<file path="src/rtl/ccd_lt_pkg.sv">
package ccd_lt_pkg;

  typedef enum logic [2:0] {
    ST_IDLE,
    ST_PARK,
    ST_LEAD,
    ST_PG,
    ST_TAIL,
    ST_READ
  } lt_state_e;

  localparam int unsigned FIXED_PIX = 27;

endpackage

</file>
<file path="src/rtl/ccd_lt_cfg.sv">
module ccd_lt_cfg #(
  parameter int CW       = 8,
  parameter int MIN_HALF = 2,
  parameter int MIN_PG   = 10,
  parameter int MIN_LEAD = 1,
  parameter int MIN_TAIL = 1
) (
  input  logic          clk,
  input  logic          rst,
  input  logic          load,
  input  logic [CW-1:0] cfg_half,
  input  logic [CW-1:0] cfg_rg,
  input  logic [CW-1:0] cfg_sdly,
  input  logic [CW-1:0] cfg_lead,
  input  logic [CW-1:0] cfg_pg,
  input  logic [CW-1:0] cfg_tail,
  input  logic [CW-1:0] cfg_ovr,
  output logic [CW-1:0] half_q,
  output logic [CW-1:0] rg_q,
  output logic [CW-1:0] sd_q,
  output logic [CW-1:0] lead_q,
  output logic [CW-1:0] pg_q,
  output logic [CW-1:0] tail_q,
  output logic [CW-1:0] ovr_q
);

  localparam logic [CW-1:0] F_HALF = CW'(MIN_HALF);
  localparam logic [CW-1:0] F_PG   = CW'(MIN_PG);
  localparam logic [CW-1:0] F_LEAD = CW'(MIN_LEAD);
  localparam logic [CW-1:0] F_TAIL = CW'(MIN_TAIL);
  localparam logic [CW-1:0] ONE    = CW'(1);

  logic [CW-1:0] half_c, hmax_c, rg_c, sd_c;

  // floors first, then the per-pixel windows that depend on the half period
  always_comb begin
    half_c = (cfg_half < F_HALF) ? F_HALF : cfg_half;
    hmax_c = half_c - ONE;
    if (cfg_rg < ONE)         rg_c = ONE;
    else if (cfg_rg > hmax_c) rg_c = hmax_c;
    else                      rg_c = cfg_rg;
    if (cfg_sdly < ONE)         sd_c = ONE;
    else if (cfg_sdly > hmax_c) sd_c = hmax_c;
    else                        sd_c = cfg_sdly;
  end

  always_ff @(posedge clk) begin
    if (rst) begin
      half_q <= F_HALF;
      rg_q   <= ONE;
      sd_q   <= ONE;
      lead_q <= F_LEAD;
      pg_q   <= F_PG;
      tail_q <= F_TAIL;
      ovr_q  <= '0;
    end else if (load) begin
      half_q <= half_c;
      rg_q   <= rg_c;
      sd_q   <= sd_c;
      lead_q <= (cfg_lead < F_LEAD) ? F_LEAD : cfg_lead;
      pg_q   <= (cfg_pg < F_PG) ? F_PG : cfg_pg;
      tail_q <= (cfg_tail < F_TAIL) ? F_TAIL : cfg_tail;
      ovr_q  <= cfg_ovr;
    end
  end

  assert_half_floor_R10: assert property (@(posedge clk) disable iff (rst)
    half_q >= F_HALF && pg_q >= F_PG && lead_q >= F_LEAD && tail_q >= F_TAIL)
    else $error("duration below floor");

  assert_rg_window_R6: assert property (@(posedge clk) disable iff (rst)
    rg_q >= ONE && rg_q < half_q)
    else $error("reset gate width outside window");

  assert_sd_window_R7: assert property (@(posedge clk) disable iff (rst)
    sd_q >= ONE && sd_q < half_q)
    else $error("sample delay outside window");

endmodule

</file>
<file path="src/rtl/ccd_lt_pix.sv">
module ccd_lt_pix #(
  parameter int CW = 8
) (
  input  logic          clk,
  input  logic          rst,
  input  logic          run,
  input  logic [CW-1:0] half,
  input  logic [CW-1:0] rgl,
  input  logic [CW-1:0] sd,
  output logic          h1_n,
  output logic          rg_n,
  output logic          smp_n,
  output logic          pix_end
);

  localparam int PHW = CW + 1;

  logic [PHW-1:0] ph;
  logic [PHW-1:0] hx, per_last, smp_at;

  assign hx       = {1'b0, half};
  assign per_last = (hx << 1) - PHW'(1);
  assign smp_at   = hx + {1'b0, sd};

  assign pix_end = run && (ph == per_last);
  assign h1_n    = !run || (ph < hx);
  assign rg_n    = run && (ph < {1'b0, rgl});
  assign smp_n   = run && (ph == smp_at);

  always_ff @(posedge clk) begin
    if (rst || !run || pix_end) ph <= '0;
    else                        ph <= ph + PHW'(1);
  end

  assert_ph_bound_R5: assert property (@(posedge clk) disable iff (rst)
    run |-> ph <= per_last)
    else $error("pixel phase counter overran its period");

endmodule

</file>
<file path="src/rtl/ccd_lt_seq.sv">
module ccd_lt_seq
  import ccd_lt_pkg::*;
#(
  parameter int CW       = 8,
  parameter int N_ACTIVE = 512,
  parameter int PARK_CYC = 2,
  parameter int PW       = 10
) (
  input  logic          clk,
  input  logic          rst,
  input  logic          en,
  input  logic [CW-1:0] lead,
  input  logic [CW-1:0] pg,
  input  logic [CW-1:0] tail,
  input  logic [CW-1:0] ovr,
  input  logic          pix_end,
  output lt_state_e     state,
  output logic          load,
  output logic          ls_n
);

  localparam logic [CW-1:0] PARK_LAST = CW'(PARK_CYC - 1);
  localparam logic [PW-1:0] BASE_PIX  = PW'(FIXED_PIX + N_ACTIVE);

  logic [CW-1:0] cnt;
  logic [PW-1:0] pix;
  logic [PW-1:0] npix;
  logic          last_pix;

  assign npix     = BASE_PIX + PW'(ovr);
  assign last_pix = (pix == npix - PW'(1));
  assign load     = (state == ST_IDLE && en) ||
                    (state == ST_READ && pix_end && last_pix && en);
  assign ls_n     = (state == ST_PARK) && (cnt == '0);

  always_ff @(posedge clk) begin
    if (rst) begin
      state <= ST_IDLE;
      cnt   <= '0;
      pix   <= '0;
    end else begin
      case (state)
        ST_IDLE: begin
          cnt <= '0;
          if (en) state <= ST_PARK;
        end
        ST_PARK: begin
          if (cnt == PARK_LAST) begin state <= ST_LEAD; cnt <= '0; end
          else cnt <= cnt + CW'(1);
        end
        ST_LEAD: begin
          if (cnt == lead - CW'(1)) begin state <= ST_PG; cnt <= '0; end
          else cnt <= cnt + CW'(1);
        end
        ST_PG: begin
          if (cnt == pg - CW'(1)) begin state <= ST_TAIL; cnt <= '0; end
          else cnt <= cnt + CW'(1);
        end
        ST_TAIL: begin
          if (cnt == tail - CW'(1)) begin
            state <= ST_READ;
            cnt   <= '0;
            pix   <= '0;
          end else cnt <= cnt + CW'(1);
        end
        ST_READ: begin
          if (pix_end) begin
            if (last_pix) begin
              state <= en ? ST_PARK : ST_IDLE;
              cnt   <= '0;
              pix   <= '0;
            end else pix <= pix + PW'(1);
          end
        end
        default: state <= ST_IDLE;
      endcase
    end
  end

  assert_pix_bound_R8: assert property (@(posedge clk) disable iff (rst)
    state == ST_READ |-> pix < npix)
    else $error("pixel index beyond line length");

  assert_load_at_start_R9: assert property (@(posedge clk) disable iff (rst)
    load |=> state == ST_PARK && cnt == '0)
    else $error("configuration captured outside line start");

endmodule

</file>
<file path="src/rtl/ccd_line_timer.sv">
module ccd_line_timer
  import ccd_lt_pkg::*;
#(
  parameter int CW       = 8,
  parameter int N_ACTIVE = 512,
  parameter int PARK_CYC = 2,
  parameter int MIN_HALF = 2,
  parameter int MIN_PG   = 10,
  parameter int MIN_LEAD = 1,
  parameter int MIN_TAIL = 1
) (
  input  logic          clk,
  input  logic          rst,
  input  logic          en,
  input  logic [CW-1:0] cfg_half,
  input  logic [CW-1:0] cfg_rg,
  input  logic [CW-1:0] cfg_sdly,
  input  logic [CW-1:0] cfg_lead,
  input  logic [CW-1:0] cfg_pg,
  input  logic [CW-1:0] cfg_tail,
  input  logic [CW-1:0] cfg_ovr,
  output logic          ph1_o,
  output logic          ph2_o,
  output logic          xfer_gate_o,
  output logic          photo_gate_o,
  output logic          reset_gate_o,
  output logic          sample_o,
  output logic          line_start_o
);

  localparam int PW = $clog2(FIXED_PIX + N_ACTIVE + (1 << CW)) + 1;

  logic [CW-1:0] half_q, rg_q, sd_q, lead_q, pg_q, tail_q, ovr_q;
  lt_state_e     state;
  logic          load, ls_n, h1_n, rg_n, smp_n, pix_end;

  ccd_lt_cfg #(
    .CW(CW), .MIN_HALF(MIN_HALF), .MIN_PG(MIN_PG),
    .MIN_LEAD(MIN_LEAD), .MIN_TAIL(MIN_TAIL)
  ) cfg_i (
    .clk(clk), .rst(rst), .load(load),
    .cfg_half(cfg_half), .cfg_rg(cfg_rg), .cfg_sdly(cfg_sdly),
    .cfg_lead(cfg_lead), .cfg_pg(cfg_pg), .cfg_tail(cfg_tail), .cfg_ovr(cfg_ovr),
    .half_q(half_q), .rg_q(rg_q), .sd_q(sd_q),
    .lead_q(lead_q), .pg_q(pg_q), .tail_q(tail_q), .ovr_q(ovr_q)
  );

  ccd_lt_seq #(
    .CW(CW), .N_ACTIVE(N_ACTIVE), .PARK_CYC(PARK_CYC), .PW(PW)
  ) seq_i (
    .clk(clk), .rst(rst), .en(en),
    .lead(lead_q), .pg(pg_q), .tail(tail_q), .ovr(ovr_q),
    .pix_end(pix_end), .state(state), .load(load), .ls_n(ls_n)
  );

  ccd_lt_pix #(.CW(CW)) pix_i (
    .clk(clk), .rst(rst), .run(state == ST_READ),
    .half(half_q), .rgl(rg_q), .sd(sd_q),
    .h1_n(h1_n), .rg_n(rg_n), .smp_n(smp_n), .pix_end(pix_end)
  );

  // one register stage on every pin keeps all edges aligned and glitch free
  always_ff @(posedge clk) begin
    if (rst) begin
      ph1_o        <= 1'b1;
      ph2_o        <= 1'b0;
      xfer_gate_o  <= 1'b0;
      photo_gate_o <= 1'b0;
      reset_gate_o <= 1'b0;
      sample_o     <= 1'b0;
      line_start_o <= 1'b0;
    end else begin
      ph1_o        <= h1_n;
      ph2_o        <= !h1_n;
      xfer_gate_o  <= state inside {ST_LEAD, ST_PG, ST_TAIL};
      photo_gate_o <= (state == ST_PG);
      reset_gate_o <= rg_n;
      sample_o     <= smp_n;
      line_start_o <= ls_n;
    end
  end

  assert_xfer_parked_R2: assert property (@(posedge clk) disable iff (rst)
    xfer_gate_o |-> ph1_o && !ph2_o)
    else $error("horizontal clocks not parked during transfer");

  assert_photo_inside_R3: assert property (@(posedge clk) disable iff (rst)
    photo_gate_o |-> xfer_gate_o)
    else $error("photo gate high without transfer gate");

  assert_photo_rise_R3: assert property (@(posedge clk) disable iff (rst)
    $rose(photo_gate_o) |-> $past(xfer_gate_o))
    else $error("photo gate rose before transfer gate settled");

  assert_xfer_fall_R4: assert property (@(posedge clk) disable iff (rst)
    $fell(xfer_gate_o) |-> !$past(photo_gate_o))
    else $error("transfer gate fell with photo gate still high");

  assert_half_min_R5: assert property (@(posedge clk) disable iff (rst)
    $fell(ph1_o) |-> $past(ph1_o, 2))
    else $error("phase 1 high shorter than two cycles");

  assert_rg_in_high_R6: assert property (@(posedge clk) disable iff (rst)
    reset_gate_o |-> ph1_o)
    else $error("reset gate high while phase 1 low");

  assert_rg_before_fall_R6: assert property (@(posedge clk) disable iff (rst)
    $fell(ph1_o) |-> !$past(reset_gate_o))
    else $error("reset gate not low before phase 1 fall");

  assert_sample_low_R7: assert property (@(posedge clk) disable iff (rst)
    sample_o |-> !ph1_o && !xfer_gate_o)
    else $error("sample strobe outside phase-1 low interval");

  assert_start_parked_R9: assert property (@(posedge clk) disable iff (rst)
    line_start_o |-> ph1_o && !xfer_gate_o && !sample_o)
    else $error("line start while not parked");

endmodule

</file>
<file path="config.mk">
export PLATFORM = sky130hd
export DESIGN_NAME = ccd_line_timer
export DESIGN_NICKNAME = d
export VERILOG_FILES = /design/src/rtl/ccd_lt_pkg.sv /design/src/rtl/ccd_lt_cfg.sv /design/src/rtl/ccd_lt_pix.sv /design/src/rtl/ccd_lt_seq.sv /design/src/rtl/ccd_line_timer.sv
export SDC_FILE = /design/constraint.sdc
export NUM_CORES = 1
export LEC_CHECK = 0
export BUFFER_PORTS_ARGS = -buffer_cell sky130_fd_sc_hd__buf_4
export CAP_MARGIN = 30
export CORE_ASPECT_RATIO = 0.6
export CORE_MARGIN = 3
export CORE_UTILIZATION = 41
export CTS_CLUSTER_SIZE = 16
export DETAILED_ROUTE_END_ITERATION = 8
export GPL_TIMING_DRIVEN = 0
export PLACE_DENSITY = 0.64
export SYNTH_ARGS = -nofsm -noshare
export SYNTH_HDL_FRONTEND = slang
export SYNTH_SLANG_ARGS = --single-unit
</file>
<file path="constraint.sdc">
create_clock -name clk -period 5.3 [get_ports clk]
set_input_delay 0.265 -clock clk [delete_from_list [all_inputs] [get_ports clk]]
set_output_delay 0.265 -clock clk [all_outputs]
set_load 0.05 [all_outputs]
</file>
== Word level (Yosys, flattened, before mapping) ==
Index checks and enable logic that the tools add are counted.

* Flip-flop bits (word level): 94
* Word-level logic and storage cells: 108

* Add/sub/neg operators: 11
* $lt $le $gt $ge: 10
* Equal/unequal tests: 19
* Multiplexer cells: 28
* Reductions and logical operators: 22

{| class="wikitable"
|+ Operator list
! kind !! count
|-
| two-way mux 8 bit || 14
|-
| one-hot mux 8 bit (6 select lines) || 1
|-
| two-way mux 11 bit || 3
|-
| less-than comparator 8 x 1 -> 1 bit (second input constant) || 4
|-
| subtractor 8 x 1 -> 8 bit (second input constant) || 4
|-
| == test 8 bit || 3
|-
| one-hot mux 11 bit (2 select lines) || 1
|-
| two-way mux 3 bit || 7
|-
| == test 9 bit || 2
|-
| less-than comparator 9 x 8 -> 1 bit || 2
|-
| one-hot mux 3 bit (6 select lines) || 1
|-
| > comparator 8 bit || 2
|-
| adder 10 x 8 -> 11 bit (first input constant) || 1
|-
| adder 11 x 1 -> 11 bit (second input constant) || 1
|-
| == test 11 bit || 1
|-
| subtractor 11 x 1 -> 11 bit (second input constant) || 1
|-
| adder 8 x 8 -> 9 bit || 1
|-
| adder 9 x 1 -> 9 bit (second input constant) || 1
|-
| subtractor 9 x 1 -> 9 bit (second input constant) || 1
|-
| adder 8 x 1 -> 8 bit (second input constant) || 1
|-
| == test 8 x 1 -> 1 bit (second input constant) || 1
|-
| logical AND 1 bit || 8
|-
| zero test 8 bit || 1
|-
| less-than comparator 8 x 2 -> 1 bit (second input constant) || 1
|-
| other kinds (15) || 27
|}

== Longest topological paths before layout ==
* Word-level depth: 7
* Gate-level depth with buffers: 16
* Depth with buffers taken out: 15

== By module ==
A second synthesis with hierarchy kept.

* Cell total of the unflattened synthesis: 796
* Area total of the unflattened synthesis: 6635.1 um^2

{| class="wikitable"
|+ By module, submodules not included
! module !! times used !! cells an instance !! area each (um^2) !! seq. area each (um^2)
|-
| ccd_lt_cfg || 1 || 318 || 2757.6 || 1121.1
|-
| ccd_lt_seq || 1 || 288 || 2228.4 || 440.4
|-
| ccd_lt_pix || 1 || 173 || 1445.1 || 180.2
|-
| ccd_line_timer || 1 || 17 || 203.9 || 140.1
|}

== Least setup slack after synthesis ==
Ideal clock, no wire load.

* Path kind: input to register
* Start point: input cfg_half[4]
* End point: register cfg_i.rg_q[0]
* Library setup time: 0.117 ns
* Data arrival time: 3.789 ns
* Data required time: 5.183 ns
* Path slack: 1.395 ns
* Stages on the path: 13
* Path buffers: 0
* Cell sequence: or3_1 or2_2 o41ai_1 ha_1 nand2_1 xnor2_1 inv_1 ha_1 nand3_1 or3_1 a21oi_2 mux2_2 o22a_1

* Word-level cells in the longest chain between the ends: 6

{| class="wikitable"
|+ RTL lines
! item !! RTL line !! RTL
|-
| start, declared || ccd_line_timer.sv:15 || <nowiki>input logic [CW-1:0] cfg_half,</nowiki>
|-
| less-than comparator 8 x 2 -> 1 bit || ccd_lt_cfg.sv:37 || <nowiki>half_c = (cfg_half < F_HALF) ? F_HALF : cfg_half;</nowiki>
|-
| two-way mux 8 bit * || ccd_lt_cfg.sv:37 ||
|-
| subtractor 8 x 1 -> 8 bit * || ccd_lt_cfg.sv:38 || <nowiki>hmax_c = half_c - ONE;</nowiki>
|-
| > comparator 8 bit || ccd_lt_cfg.sv:40 || <nowiki>else if (cfg_rg > hmax_c) rg_c = hmax_c;</nowiki>
|-
| two-way mux 8 bit * || ccd_lt_cfg.sv:40 ||
|-
| two-way mux 8 bit * || ccd_lt_cfg.sv:39 || <nowiki>if (cfg_rg < ONE) rg_c = ONE;</nowiki>
|-
| end signal, assigned || ccd_lt_cfg.sv:58 || <nowiki>rg_q <= rg_c;</nowiki>
|-
| end, declared || ccd_lt_cfg.sv:19 || <nowiki>output logic [CW-1:0] rg_q,</nowiki>
|}

Mark *: on every way between the ends. The rest lies on a longest branch, timed or not.
A chain may end at the register's enable or synchronous reset.

== Final worst setup path ==
Ends and elaborated chain as after synthesis.

==> Flow_metrics.wiki <==
{| class="wikitable"
! Metric !! Value
|-
| Clock sinks || 94
|-
| Met3 global-route usage || 3.68%
|-
| Critical Path Stages || 14
|-
| Effective utilization at floorplan || 42.5%
|-
| Post-detailed-route wirelength per cell || 16.5 um
|-
| Internal Pwr Total || 1420 uW
|-
| Post-CTS Hold Buffers || 0
|-
| Hold Path Cell Cnt || 3
|-
| Wire length of the first global-routing pass || 28.0 mm
|-
| Number of buffers inserted by port buffering || 65
|-
| Fillcell total || 1516
|-
| Post-Synthesis Cells || 782
|-
| Count of cells along the worst register-to-register path || 12
|-
| Buffers inserted during post-CTS setup optimization || 0
|-
| Number of search-and-repair iterations in the first detailed-routing pass || 5
|-
| Total Routed Length || 17.6 mm
|-
| Area inside the core boundary || 15500 um^2
|-
| Clock share of power || 29.4%
|-
| Dominant cells by area after synthesis || sky130_fd_sc_hd__dfxtp_1 (28%), sky130_fd_sc_hd__ha_1 (8.9%), sky130_fd_sc_hd__mux2i_1 (6.8%)
|-
| Transition time at the pin with the least slew margin || 746 ps
|-
| Number of clock buffers inserted by TritonCTS || 9
|-
| Cell Pwr Density || 284 nW/um^2
|-
| Final period utilization || 76.1%
|-
| CTS tree || built
|-
| Post-synthesis register bit count || 94
|-
| Psw || 749 uW
|-
| Final setup slack of the worst path || 1270 ps
|-
| Row cnt || 35
|-
| Top flip-flop cell by instance count after synthesis || sky130_fd_sc_hd__dfxtp_1
|-
| Total global routing track utilization || 19.7%
|-
| DIE AREA || 17700 um^2
|-
| Grt peak-use layer || met1
|-
| Share of async-settable or async-resettable flops after synthesis || 0%
|-
| Number of nets still failing antenna checks after routing || 0
|-
| Element type at the critical path end || register
|-
| Critical path startpoint category || input pin
|-
| Combinational power share || 31.8%
|-
| Antenna diode count || 0
|-
| Number of warning messages in the yosys log || 0
|-
| Final slew viol count || 0
|-
| Setup TNS || 0 ps
|-
| Synth-to-layout area growth || 15.7%
|-
| Clock period minus final worst setup slack || 4030 ps
|-
| Number of design rule violations left after detail routing || 0
|-
| Fraction of met2 tracks used by global routing || 25.1%
|-
| Unrepaired setup endpoints after global routing || false
|-
| DRT iter0 DRCs || 455
|-
| Maximum level of the CTS H-tree || 3
|-
| Total nets after synthesis || 889
|-
| Proportion of synthesized chip area in sequential cells || 28.5%
|-
| Clock latency on the worst-skew pair || 360 ps
|-
| Critical Path, Cell by Cell || buf_4 > or3_1 > or2_2 > o41ai_1 > ha_1 > nand2_1 > xnor2_1 > inv_1 > ha_1 > nand3_1 > or3_1 > a21oi_2 > mux2_2 > o22a_1
|-
| Slew Limit Headroom || 50.3%
|-
| Worst min-delay path class || input pin to register
|-
| Cell at the root of the clock tree || sky130_fd_sc_hd__clkbuf_16
|-
| Via count of the first global-routing pass || 5175
|-
| Total number of nets in the final design || 966
|-
| Clock input transition at the sequential cells of the worst setup and hold paths || 80 ps
|-
| Run status || finished, final reports clean
|-
| Cells resized by post-CTS repair || 0
|-
| Synth top area share || 28.5%
|-
| Worst Path Arrival || 4280 ps
|-
| Mapped cell area || 6610 um^2
|-
| Number of max-cap violations || 0
|-
| Number of buffer and inverter instances along the worst setup path || 2
|-
| Pin count of the biggest net entering global routing || 17
|-
| CP Max Fanout || 7
|-
| Start-to-end type of the worst setup path || input pin to register
|-
| Fmax || 0.248 GHz
|-
| Number of antenna violations at the first check in global routing || 0
|-
| Maximum buffer depth of the clock tree || 2
|-
| Synthesized area per cell || 8.45 um^2
|-
| Switching power share of the total || 34.5%
|-
| Average vias per placed instance || 5.53
|-
| Placer Congestion || 0.902
|-
| Delay of the slowest critical-path stage || 560 ps
|-
| Layout cells sized above 1 || 13.3%
|-
| I/O pin count || 66
|-
| GR Overflow Total || 0
|-
| EDFF count, synth || 0
|-
| Place WS || 922 ps
|-
| Post-synthesis cell type count || 79
|-
| GR Layer Usage met1 || 33.2%
|-
| Worst EP required || 5550 ps
|-
| Gate family responsible for the most delay along the worst path || simple AND/OR/NAND/NOR gates
|-
| Power share of the sequential group || 38.8%
|-
| Die Y || 104 um
|-
| Master of the slowest instance on the critical path || sky130_fd_sc_hd__o41ai_1
|-
| Max IR drop VDD || 0.000145 V
|-
| Half-perimeter wire length of the detailed placement result || 13.7 mm
|-
| Biggest area consumer among synthesized cells || sky130_fd_sc_hd__dfxtp_1
|-
| Setup skew after layout || 14.8 ps
|-
| Vias || 5902
|-
| Leakage power || 0.00325 uW
|-
| Die width || 170 um
|-
| Final hold violation count || 0
|-
| Final setup fails || 0
|}
[tightest hold or removal path, stage by stage]
cell,delay [ps]
sky130_fd_sc_hd__buf_4,80
sky130_fd_sc_hd__mux2i_1,50
sky130_fd_sc_hd__nor2_1,70
[cell type report]
class	instances	area (um^2)	share of cell area, %
clock inverter	5	43.8	0.573
tap	203	254	3.32
timing repair buffer	66	499	6.53
multi-input combinational	599	4340	56.7
buffer	44	216	2.83
inverter	45	169	2.21
sequential	94	1880	24.6
clock buffer	11	243	3.18
[sequential cells by signal, indices dropped and copies added, names as in the netlist]
name	cells
seq_i.pix	11
pix_i.ph	9
cfg_i.half_q	8
cfg_i.lead_q	8
cfg_i.ovr_q	8
cfg_i.pg_q	8
cfg_i.rg_q	8
cfg_i.sd_q	8
cfg_i.tail_q	8
seq_i.cnt	8
seq_i.state	3
line_start_o	1
ph1_o	1
ph2_o	1
photo_gate_o	1
reset_gate_o	1
sample_o	1
xfer_gate_o	1
[worst paths after layout]
check	start	endpoint	slack, ps
worst max-delay path	cfg_half[4]	cfg_i.rg_q[0]	1270
worst min-delay path	cfg_lead[4]	cfg_i.lead_q[4]	140
worst max register to register	cfg_i.half_q[1]	cfg_i.lead_q[0]	1970
worst min register to register	cfg_i.sd_q[4]	cfg_i.sd_q[4]	480
[power by group through the flow]
stage          clock (uW)  combinational (uW)  sequential, uW
2_1_floorplan           0                 512             841
3_3_place_gp            0                 676             855
3_5_place_dp            0                 683             856
4_1_cts               647                 688             840
5_1_grt               676                 762             850
6_report              637                 690             842
[cell usage after synthesis (15+ instances only)]
| library cell | count |
|---|---|
| sky130_fd_sc_hd__nand3_1 | 30 |
| sky130_fd_sc_hd__dfxtp_1 | 94 |
| sky130_fd_sc_hd__nand2b_1 | 15 |
| sky130_fd_sc_hd__nor2_1 | 74 |
| sky130_fd_sc_hd__nor4_1 | 17 |
| sky130_fd_sc_hd__nand2_1 | 37 |
| sky130_fd_sc_hd__a21o_1 | 19 |
| sky130_fd_sc_hd__ha_1 | 47 |
| sky130_fd_sc_hd__a21oi_1 | 29 |
| sky130_fd_sc_hd__xor2_1 | 34 |
| sky130_fd_sc_hd__o21ai_0 | 19 |
| sky130_fd_sc_hd__nor3_1 | 16 |
| sky130_fd_sc_hd__clkbuf_1 | 28 |
| sky130_fd_sc_hd__inv_1 | 45 |
| sky130_fd_sc_hd__xnor2_1 | 42 |
| sky130_fd_sc_hd__mux2i_1 | 45 |
[per-layer routing]
layer,part of all wire [%],routed length (um),up-vias
met5,0,0,-
met4,0.63,110,0
met3,6.5,1140,9
met2,37,6460,192
met1,56,9880,2716
li1,-,-,2985
[stage by stage]
| step | hold slack [ps] | power, uW | utilization, % | std cells | area [um^2] |
|---|---|---|---|---|---|
| 5_1_grt | 156 | 2290 | 49.2 | 1067 | 7640 |
| 3_3_place_gp | 466 | 1530 | 47.3 | 1050 | 7350 |
| 6_report | 144 | 2170 | 49.2 | 1067 | 7640 |
| 3_5_place_dp | 459 | 1540 | 47.3 | 1051 | 7360 |
| 2_1_floorplan | 398 | 1350 | - | 782 | 6610 |
| 4_1_cts | 142 | 2170 | 49.2 | 1067 | 7640 |
[cells in the final DEF (no fill, tap or decap), types with 17 or more instances in the layout]
cell type / n
sky130_fd_sc_hd__ha_1: 47
sky130_fd_sc_hd__dfxtp_1: 94
sky130_fd_sc_hd__xnor2_1: 42
sky130_fd_sc_hd__mux2i_1: 45
sky130_fd_sc_hd__nand3_1: 30
sky130_fd_sc_hd__nand2_1: 37
sky130_fd_sc_hd__xor2_1: 34
sky130_fd_sc_hd__buf_4: 68
sky130_fd_sc_hd__nor4_1: 17
sky130_fd_sc_hd__a21o_1: 19
sky130_fd_sc_hd__o21ai_0: 19
sky130_fd_sc_hd__a21oi_1: 29
sky130_fd_sc_hd__inv_1: 45
sky130_fd_sc_hd__nor2_1: 74
sky130_fd_sc_hd__clkbuf_1: 29
[kinds of logic after synthesis]
logic type	after synthesis	synth area share [%]
AO/OA/AOI/OAI	165	18.4
multiplexers	48	7.37
adder cells (fa/ha/maj)	49	9.36
XOR/XNOR	76	10.1
AND/OR/NAND/NOR	261	20.5
buffers and inverters	89	5.83
flip-flops	94	28.5
No activity file was read; power rests on OpenSTA's default activity.
